### config.mk
export PLATFORM = sky130hd
export DESIGN_NAME = rx_ring_engine
export DESIGN_NICKNAME = d
export VERILOG_FILES = /design/src/rtl/rx_ring_pkg.sv /design/src/rtl/rx_ring_ctrl.sv /design/src/rtl/rx_ring_dp.sv /design/src/rtl/rx_ring_engine.sv
export SDC_FILE = /design/constraint.sdc
export NUM_CORES = 1
export LEC_CHECK = 0
export BUFFER_PORTS_ARGS = -buffer_cell sky130_fd_sc_hd__buf_2
export CORE_ASPECT_RATIO = 0.5
export CORE_UTILIZATION = 30
export CTS_CLUSTER_DIAMETER = 30
export DETAILED_ROUTE_END_ITERATION = 8
export GPL_ROUTABILITY_DRIVEN = 0
export PLACE_DENSITY_LB_ADDON = 0.1
export SETUP_SLACK_MARGIN = 0.05
export SLEW_MARGIN = 5
export SYNTH_ARGS = -nofsm -noshare
export SYNTH_HDL_FRONTEND = slang
export SYNTH_SLANG_ARGS = --single-unit
### constraint.sdc
create_clock -name clk -period 5.4 [get_ports clk]
set_input_delay 0.54 -clock clk [delete_from_list [all_inputs] [get_ports clk]]
set_output_delay 0.54 -clock clk [all_outputs]
set_load 0.005 [all_outputs]
### src/rtl/rx_ring_pkg.sv
package rx_ring_pkg;
  localparam int STAT_EMPTY = 15;
  localparam int STAT_WRAP  = 13;
  localparam int STAT_LAST  = 11;
  localparam int STAT_ERR   = 0;

  typedef enum logic [2:0] {
    S_STALL, S_FETCH, S_WAIT, S_READY, S_RECV, S_WB
  } ring_state_t;

  typedef struct packed {
    logic loadDesc;    // capture fetched pointer and wrap flag
    logic startFrame;  // first byte of a frame
    logic takeByte;    // continuation byte of a frame
    logic advance;     // step ring index
  } ring_strobe_t;
endpackage

### src/rtl/rx_ring_ctrl.sv
module rx_ring_ctrl
  import rx_ring_pkg::*;
(
  input  logic         clk,
  input  logic         rstN,
  input  logic         kick,
  input  logic         inValid,
  input  logic         inSof,
  input  logic         inEof,
  input  logic         descRdEmpty,
  output ring_strobe_t strobe,
  output logic         descRd,
  output logic         descWr,
  output logic         stalled
);
  ring_state_t state, stateNext;

  always_ff @(posedge clk) begin
    if (!rstN) state <= S_STALL;
    else       state <= stateNext;
  end

  always_comb begin
    stateNext = state;
    strobe    = '0;
    descRd    = 1'b0;
    descWr    = 1'b0;
    unique case (state)
      S_STALL: if (kick) stateNext = S_FETCH;
      S_FETCH: begin
        descRd    = 1'b1;
        stateNext = S_WAIT;
      end
      S_WAIT: begin
        if (descRdEmpty) begin
          strobe.loadDesc = 1'b1;
          stateNext       = S_READY;
        end else begin
          stateNext = S_STALL;
        end
      end
      S_READY: begin
        if (inValid && inSof) begin
          strobe.startFrame = 1'b1;
          stateNext         = inEof ? S_WB : S_RECV;
        end
      end
      S_RECV: begin
        if (inValid) begin
          strobe.takeByte = 1'b1;
          if (inEof) stateNext = S_WB;
        end
      end
      S_WB: begin
        descWr         = 1'b1;
        strobe.advance = 1'b1;
        stateNext      = S_FETCH;
      end
      default: stateNext = S_STALL;
    endcase
  end

  assign stalled = (state == S_STALL);
endmodule

### src/rtl/rx_ring_dp.sv
module rx_ring_dp
  import rx_ring_pkg::*;
#(
  parameter int DESC_AW   = 4,
  parameter int RING_BASE = 0,
  parameter int LEN_W     = 16
) (
  input  logic               clk,
  input  logic               rstN,
  input  ring_strobe_t       strobe,
  input  logic [LEN_W-1:0]   maxFrameLen,
  input  logic [7:0]         inData,
  input  logic               inErr,
  input  logic [31:0]        descRdPtr,
  input  logic               descRdWrap,
  output logic [DESC_AW-1:0] descAddr,
  output logic [31:0]        descWrData,
  output logic               bufWr,
  output logic [31:0]        bufAddr,
  output logic [7:0]         bufData
);
  localparam logic [DESC_AW-1:0] BASE_IDX = DESC_AW'(RING_BASE);
  localparam logic [LEN_W-1:0]   CNT_MAX  = '1;

  logic [DESC_AW-1:0] curIdx;
  logic [31:0]        bufPtr;
  logic               wrapBit;
  logic [LEN_W-1:0]   byteCnt;
  logic               errFlag;
  logic               tooLong;

  logic               byteIn;
  logic [LEN_W-1:0]   curOff;
  logic [LEN_W-1:0]   nextCnt;
  logic               fits;
  logic [15:0]        wbStatus;

  assign byteIn  = strobe.startFrame | strobe.takeByte;
  assign curOff  = strobe.startFrame ? '0 : byteCnt;
  assign nextCnt = (curOff == CNT_MAX) ? curOff : curOff + 1'b1;
  assign fits    = curOff < maxFrameLen;

  always_ff @(posedge clk) begin
    if (!rstN) begin
      curIdx  <= BASE_IDX;
      bufPtr  <= '0;
      wrapBit <= 1'b0;
      byteCnt <= '0;
      errFlag <= 1'b0;
      tooLong <= 1'b0;
    end else begin
      if (strobe.loadDesc) begin
        bufPtr  <= descRdPtr;
        wrapBit <= descRdWrap;
      end
      if (byteIn) begin
        byteCnt <= nextCnt;
        errFlag <= (strobe.startFrame ? 1'b0 : errFlag) | inErr;
        tooLong <= (strobe.startFrame ? 1'b0 : tooLong) | ~fits;
      end
      if (strobe.advance)
        curIdx <= wrapBit ? BASE_IDX : curIdx + 1'b1;
    end
  end

  always_comb begin
    wbStatus             = '0;
    wbStatus[STAT_EMPTY] = 1'b0;
    wbStatus[STAT_WRAP]  = wrapBit;
    wbStatus[STAT_LAST]  = 1'b1;
    wbStatus[STAT_ERR]   = errFlag | tooLong;
  end

  assign descAddr   = curIdx;
  assign descWrData = {wbStatus, 16'(byteCnt)};
  assign bufWr      = byteIn & fits;
  assign bufAddr    = bufPtr + 32'(curOff);
  assign bufData    = inData;
endmodule

### src/rtl/rx_ring_engine.sv
module rx_ring_engine
  import rx_ring_pkg::*;
#(
  parameter int DESC_AW   = 4,
  parameter int RING_BASE = 0
) (
  input  logic               clk,
  input  logic               rstN,
  input  logic               kick,
  input  logic [15:0]        maxFrameLen,
  input  logic               inValid,
  input  logic [7:0]         inData,
  input  logic               inSof,
  input  logic               inEof,
  input  logic               inErr,
  output logic               descRd,
  output logic               descWr,
  output logic [DESC_AW-1:0] descAddr,
  input  logic [31:0]        descRdPtr,
  input  logic               descRdEmpty,
  input  logic               descRdWrap,
  output logic [31:0]        descWrData,
  output logic               bufWr,
  output logic [31:0]        bufAddr,
  output logic [7:0]         bufData
);
  ring_strobe_t strobe;
  logic         isStalled;

  rx_ring_ctrl u_ctrl (
    .clk(clk), .rstN(rstN), .kick(kick),
    .inValid(inValid), .inSof(inSof), .inEof(inEof),
    .descRdEmpty(descRdEmpty),
    .strobe(strobe), .descRd(descRd), .descWr(descWr),
    .stalled(isStalled)
  );

  rx_ring_dp #(.DESC_AW(DESC_AW), .RING_BASE(RING_BASE), .LEN_W(16)) u_dp (
    .clk(clk), .rstN(rstN), .strobe(strobe),
    .maxFrameLen(maxFrameLen), .inData(inData), .inErr(inErr),
    .descRdPtr(descRdPtr), .descRdWrap(descRdWrap),
    .descAddr(descAddr), .descWrData(descWrData),
    .bufWr(bufWr), .bufAddr(bufAddr), .bufData(bufData)
  );
endmodule

**Yosys cells after proc, flatten, opt, wreduce, memory -nomap -nowiden**

Cells that the tools add are included.

- Output and inout port bits: 79
- Logic and storage cells: 50
- Bits in registers: 58
- Input bits: 65

- Eq/ne operators: 10
- $lt $le $gt $ge: 1
- Add/subtract/negate cells: 3
- Bitwise operators: 6
- Reductions and logical operators: 3
- Mux-type cells: 20

Operator list:

| cell | count |
|---|---|
| $add 32x16->32 | 1 |
| $mux 16 | 2 |
| $pmux 3 s6 | 1 |
| $add 16x1->16 const B | 1 |
| $eq 16x16->1 const B | 1 |
| $lt 16x16->1 | 1 |
| $mux 3 | 4 |
| $mux 1 | 11 |
| $eq 3x2->1 const B | 2 |
| $eq 3x3->1 const B | 2 |
| $ne 2x2->1 const B | 3 |
| $add 4x1->4 const B | 1 |
| $mux 4 | 1 |
| $or 1x1->1 | 4 |
| $reduce_and 4->1 | 1 |
| $eq 3x1->1 const B | 1 |
| $logic_not 3->1 | 1 |
| $mux 2 | 1 |
| $ne 2x1->1 const B | 1 |
| $and 1x1->1 | 1 |
| $logic_and 1x1->1 | 1 |
| $not 1->1 | 1 |

**Longest topological paths before layout**

- Depth after elaboration: 7
- Gate-level depth with buffers: 18
- Depth with buffers taken out: 14

**Modules after synthesis**

A second synthesis with hierarchy kept.

- Cell total of the unflattened synthesis: 586
- Area, all modules: 4804.6 um2

Modules (own cells, without submodules):

| module | cells each | sequential area each (um2) | instances | area an instance (um2) |
|---|---|---|---|---|
| rx_ring_dp | 556 | 1101.1 | 1 | 4580.6 |
| rx_ring_ctrl | 30 | 60.1 | 1 | 224.0 |

**Worst setup path after synthesis**

Ideal clock, no wire load.

- Path kind: input -> output
- Start point: input inValid
- End point: output bufAddr[22]
- Slack: 1255 ps
- Arrival time: 3605 ps
- Stages: 17
- Path buffers: 3
- Data required time: 4860 ps
- Path through: and2_1 > nand2_2 > buf_2 > clkbuf_1 > and2_1 > xor2_1 > ha_1 > a21o_1 > maj3_1 > o221ai_1 > a21oi_4 > a22oi_2 > o311a_1 > or2_1 > buf_6 > nor2_1 > xor2_1

- Word-level cells in the longest chain between the ends: 5

RTL lines:

| element | line | RTL |
|---|---|---|
| start, declared | rx_ring_engine.sv:11 | `input logic inValid,` |
| $logic_and 1x1->1 | rx_ring_ctrl.sv:43 | `if (inValid && inSof) begin` |
| $mux 1 | rx_ring_ctrl.sv:43 |  |
| $mux 1 | rx_ring_ctrl.sv:28 | `unique case (state)` |
| $mux 16 | rx_ring_dp.sv:39 | `assign curOff = strobe.startFrame ? '0 : byteCnt;` |
| $add 32x16->32 | rx_ring_dp.sv:77 | `assign bufAddr = bufPtr + 32'(curOff);` |
| end, declared | rx_ring_engine.sv:24 | `output logic [31:0] bufAddr,` |

No other way between the ends.

**Worst setup path in the final report**

- Start point: register u_ctrl.state[0]
- End point: output bufAddr[22]

- Word-level cells in the longest chain between the ends: 4

RTL lines:

| element | line | RTL |
|---|---|---|
| start, declared | rx_ring_ctrl.sv:16 | `ring_state_t state, stateNext;` |
| start signal, assigned | rx_ring_ctrl.sv:20 | `else state <= stateNext;` |
| $eq 3x2->1 | rx_ring_ctrl.sv:28 |  |
| $mux 1 | rx_ring_ctrl.sv:28 |  |
| $mux 16 | rx_ring_dp.sv:39 |  |
| $add 32x16->32 | rx_ring_dp.sv:77 |  |

No other way between the ends.

==> results.sh <==
export IMPL_wirelength_mm=13.0
export IMPL_p_int_uw=841
export IMPL_cts_resized=0
export IMPL_p_seq_share_pct=40.6
export IMPL_postSynthAreaPerCell_um2=7.46
export IMPL_portBuffers=113
export IMPL_crit_fanout=15
export IMPL_period_minus_slack_ns=4.74
export IMPL_slew_headroom_pct=56.8
export IMPL_ir_drop_mv=0.135
export IMPL_period_share_pct=87.7
export IMPL_slew_viol_final=0
export IMPL_nets=762
export IMPL_yosysMostFrequentCell="nand2_1"
export IMPL_synth_cells=601
export IMPL_dieArea_mm2=0.0155
export IMPL_synthArstFlopShare_pct=0
export IMPL_firstDrtPassIters=7
export IMPL_dr_first_iter_drc_count=197
export IMPL_p_sw_share_pct=24.8
export IMPL_clock_sinks=58
export IMPL_startpoint="u_ctrl.state[0]"
export IMPL_synth_edff_count=0
export IMPL_synth_common_cells="nand2_1, dfxtp_1, nor2_1, a21boi_0"
export IMPL_avgRoutedWirePerCell_um=14.7
export IMPL_min_path_type="in2reg"
export IMPL_crit_path_start_kind="register"
export IMPL_crit_path_end_kind="output pin"
export IMPL_crit_slowest_cell="dfxtp_1"
export IMPL_synth_top_area_share_pct=25.9
export IMPL_place_area_mm2=0.00505
export IMPL_clkPwrFrac_pct=50.6
export IMPL_cts_clk_slew_worst_paths_ns=0.06
export IMPL_antenna_found_initial=0
export IMPL_clock_fmax_mhz=211
export IMPL_pwr_share_comb_pct=8.8
export IMPL_detail_route_antenna_nets=0
export IMPL_worstMarginPinSlew_ns=0.647
export IMPL_finalHoldViolations=0
export IMPL_slowest_delay_ns=0.48
export IMPL_cts_root_buf="clkbuf_16"
export IMPL_cts_hold_buf=0
export IMPL_fin_tns_setup_ns=0
export IMPL_htreeDepth=3
export IMPL_crit_type="reg2out"
export IMPL_coreArea_mm2=0.0145
export IMPL_drive_gt1_share_pct=22.0
export IMPL_dieHeight_um=88.5
export IMPL_antenna_cells=0
export IMPL_syn_area_mm2=0.00449
export IMPL_synth_area_leader_cell="dfxtp_1"
export IMPL_r2r_start="u_ctrl.state[0]"
export IMPL_drc=0
export IMPL_num_rows=31
export IMPL_min_delay_start="descRdPtr[26]"
export IMPL_clk_path_buf_depth=2
export IMPL_power_density_mw_per_mm2=209
export IMPL_hpwl_mm=9.43
export IMPL_dieWidth_um=175
export IMPL_cpMostUsedCell="xor2_1"
export IMPL_p_sw_uw=277
export IMPL_cap_viol_max_count=0
export IMPL_ys_flop_type="dfxtp_1"
export IMPL_io_pins=144
export IMPL_grt_pass1_vias=3843
export IMPL_synth_distinct_cells=71
export IMPL_critPathBufInv=1
export IMPL_cts_tree="yes"
export IMPL_dr_total_vias=4199
export IMPL_fin_total_pwr_mw=1.12
export IMPL_area_growth_pct=19.0
export IMPL_cp_top_family="compound AO/OA/AOI/OAI gates"
export IMPL_synth_area_leaders="dfxtp_1, nand2_1, a21boi_0"
export IMPL_skew_ns=0.00955
export IMPL_post_cts_repair_setup_buffers=0
export IMPL_ys_ff_latch=58
export IMPL_required_ns=4.86
export IMPL_setup_violations=0
export IMPL_grt_max_degree=51
export IMPL_start_util_pct=30.8
export IMPL_grt_pass1_wl_mm=20.3
export IMPL_vias_per_cell=4.76
export IMPL_numCtsBuffers=9
export IMPL_clk_latency_ns=0.33
export IMPL_rsz0062_at_grt="no"
export IMPL_crit_chain="and3b_2 > nand2_2 > and2_1 > xor2_1 > ha_1 > a21o_1 > maj3_1 > o221ai_1 > a21oi_4 > a22oi_2 > o311a_1 > or2_1 > nor2_1 > xor2_1 > buf_2"
export IMPL_cp_arrival_ns=4.20
export IMPL_grt_use_total_pct=17.0
export IMPL_yosysWarnings=0
export IMPL_status="finished clean"
export IMPL_yosysSeqAreaShare_pct=25.9
export IMPL_gr_total_overflow=0
export IMPL_p_leak_nw=2.39
export IMPL_fin_area_mm2=0.00534
==> state kept, by name, indices dropped and copies added (netlist names) <==
register       flops
u_dp.bufPtr       32
u_dp.byteCnt      16
u_dp.descAddr      4
u_ctrl.state       3
u_dp.errFlag       1
u_dp.tooLong       1
u_dp.wrapBit       1
==> area by class of cell <==
class | instances | area, um2
clock buffers | 13 | 280
clock inverters | 2 | 10.0
fillers | 1595 | 9210
inverters | 26 | 97.6
multi-input cells | 468 | 2940
flip-flops and latches | 58 | 1160
well taps | 198 | 248
repair buffers | 118 | 603
==> through the flow <==
step                cells  hold slack (ns)  setup WS, ns  util (%)
finish                883            0.453         0.664      36.7
global route          883            0.454         0.334      36.7
CTS                   883            0.447         0.643      36.7
detailed placement    868            0.458         0.812      34.7
global placement      868            0.444         0.887      34.7
floorplan             613            0.434          1.26         -
==> path summary, 6_finish.rpt <==
check,end,slack (ns),cells after the start
worst max-delay path,bufAddr[22],0.66,15
worst min register to register,u_dp.tooLong,0.47,1
worst min-delay path,u_dp.bufPtr[26],0.45,3
worst max register to register,u_dp.tooLong,2.15,11
==> tightest hold or removal path, delay by kind of cell <==
kind | cells | cell delay [ns]
buf+inv | 1 | 0.09
compound gates | 1 | 0.06
simple gates | 1 | 0.04
==> power by group through the flow <==
stage                     Sequential (mW)  Clock [mW]  Combinational, mW
after global placement              0.463           0             0.0990
after CTS                           0.454       0.579             0.0998
final                               0.454       0.565             0.0979
after global routing                0.456       0.602              0.112
after detailed placement            0.463           0             0.0992
after floorplan                     0.453           0             0.0739
==> routing by layer <==
layer,track usage (%),part of all wire (%),vias to the layer above
met5,0,0,-
met4,3.64,0.74,0
met3,4.85,4.7,8
met2,25.8,41,94
met1,23.8,54,1923
li1,-,-,2174
==> cells by family (layout without fill, tap and decap cells) <==
| logic type | Yosys count | count (layout) | synth area share [%] |
|---|---|---|---|
| AOI/OAI and AO/OA | 136 | 136 | 21.5 |
| xor gates and xnor gates | 53 | 53 | 10.3 |
| adders and majority gates | 24 | 24 | 6.28 |
| buffers and inverters | 87 | 159 | 9.73 |
| DFF | 58 | 58 | 25.9 |
| muxes | 1 | 1 | 0.223 |
| other | 2 | 14 | 0.167 |
| and+or+nand+nor | 240 | 240 | 25.9 |
==> cells in the final DEF (no fill, tap or decap), drive strengths merged, types with 8 or more instances in the layout <==
cell type and instances:
ha 16, a31oi 9, xnor2 28, o21ai 23
nor2 46, clkbuf 13, buf 118, inv 26
dfxtp 58, a21boi 36, a21oi 23, nor3 8
xor2 25, and2 17, nand2 110, conb 14
and3 8, maj3 8
(Power assumes the default switching activity.)
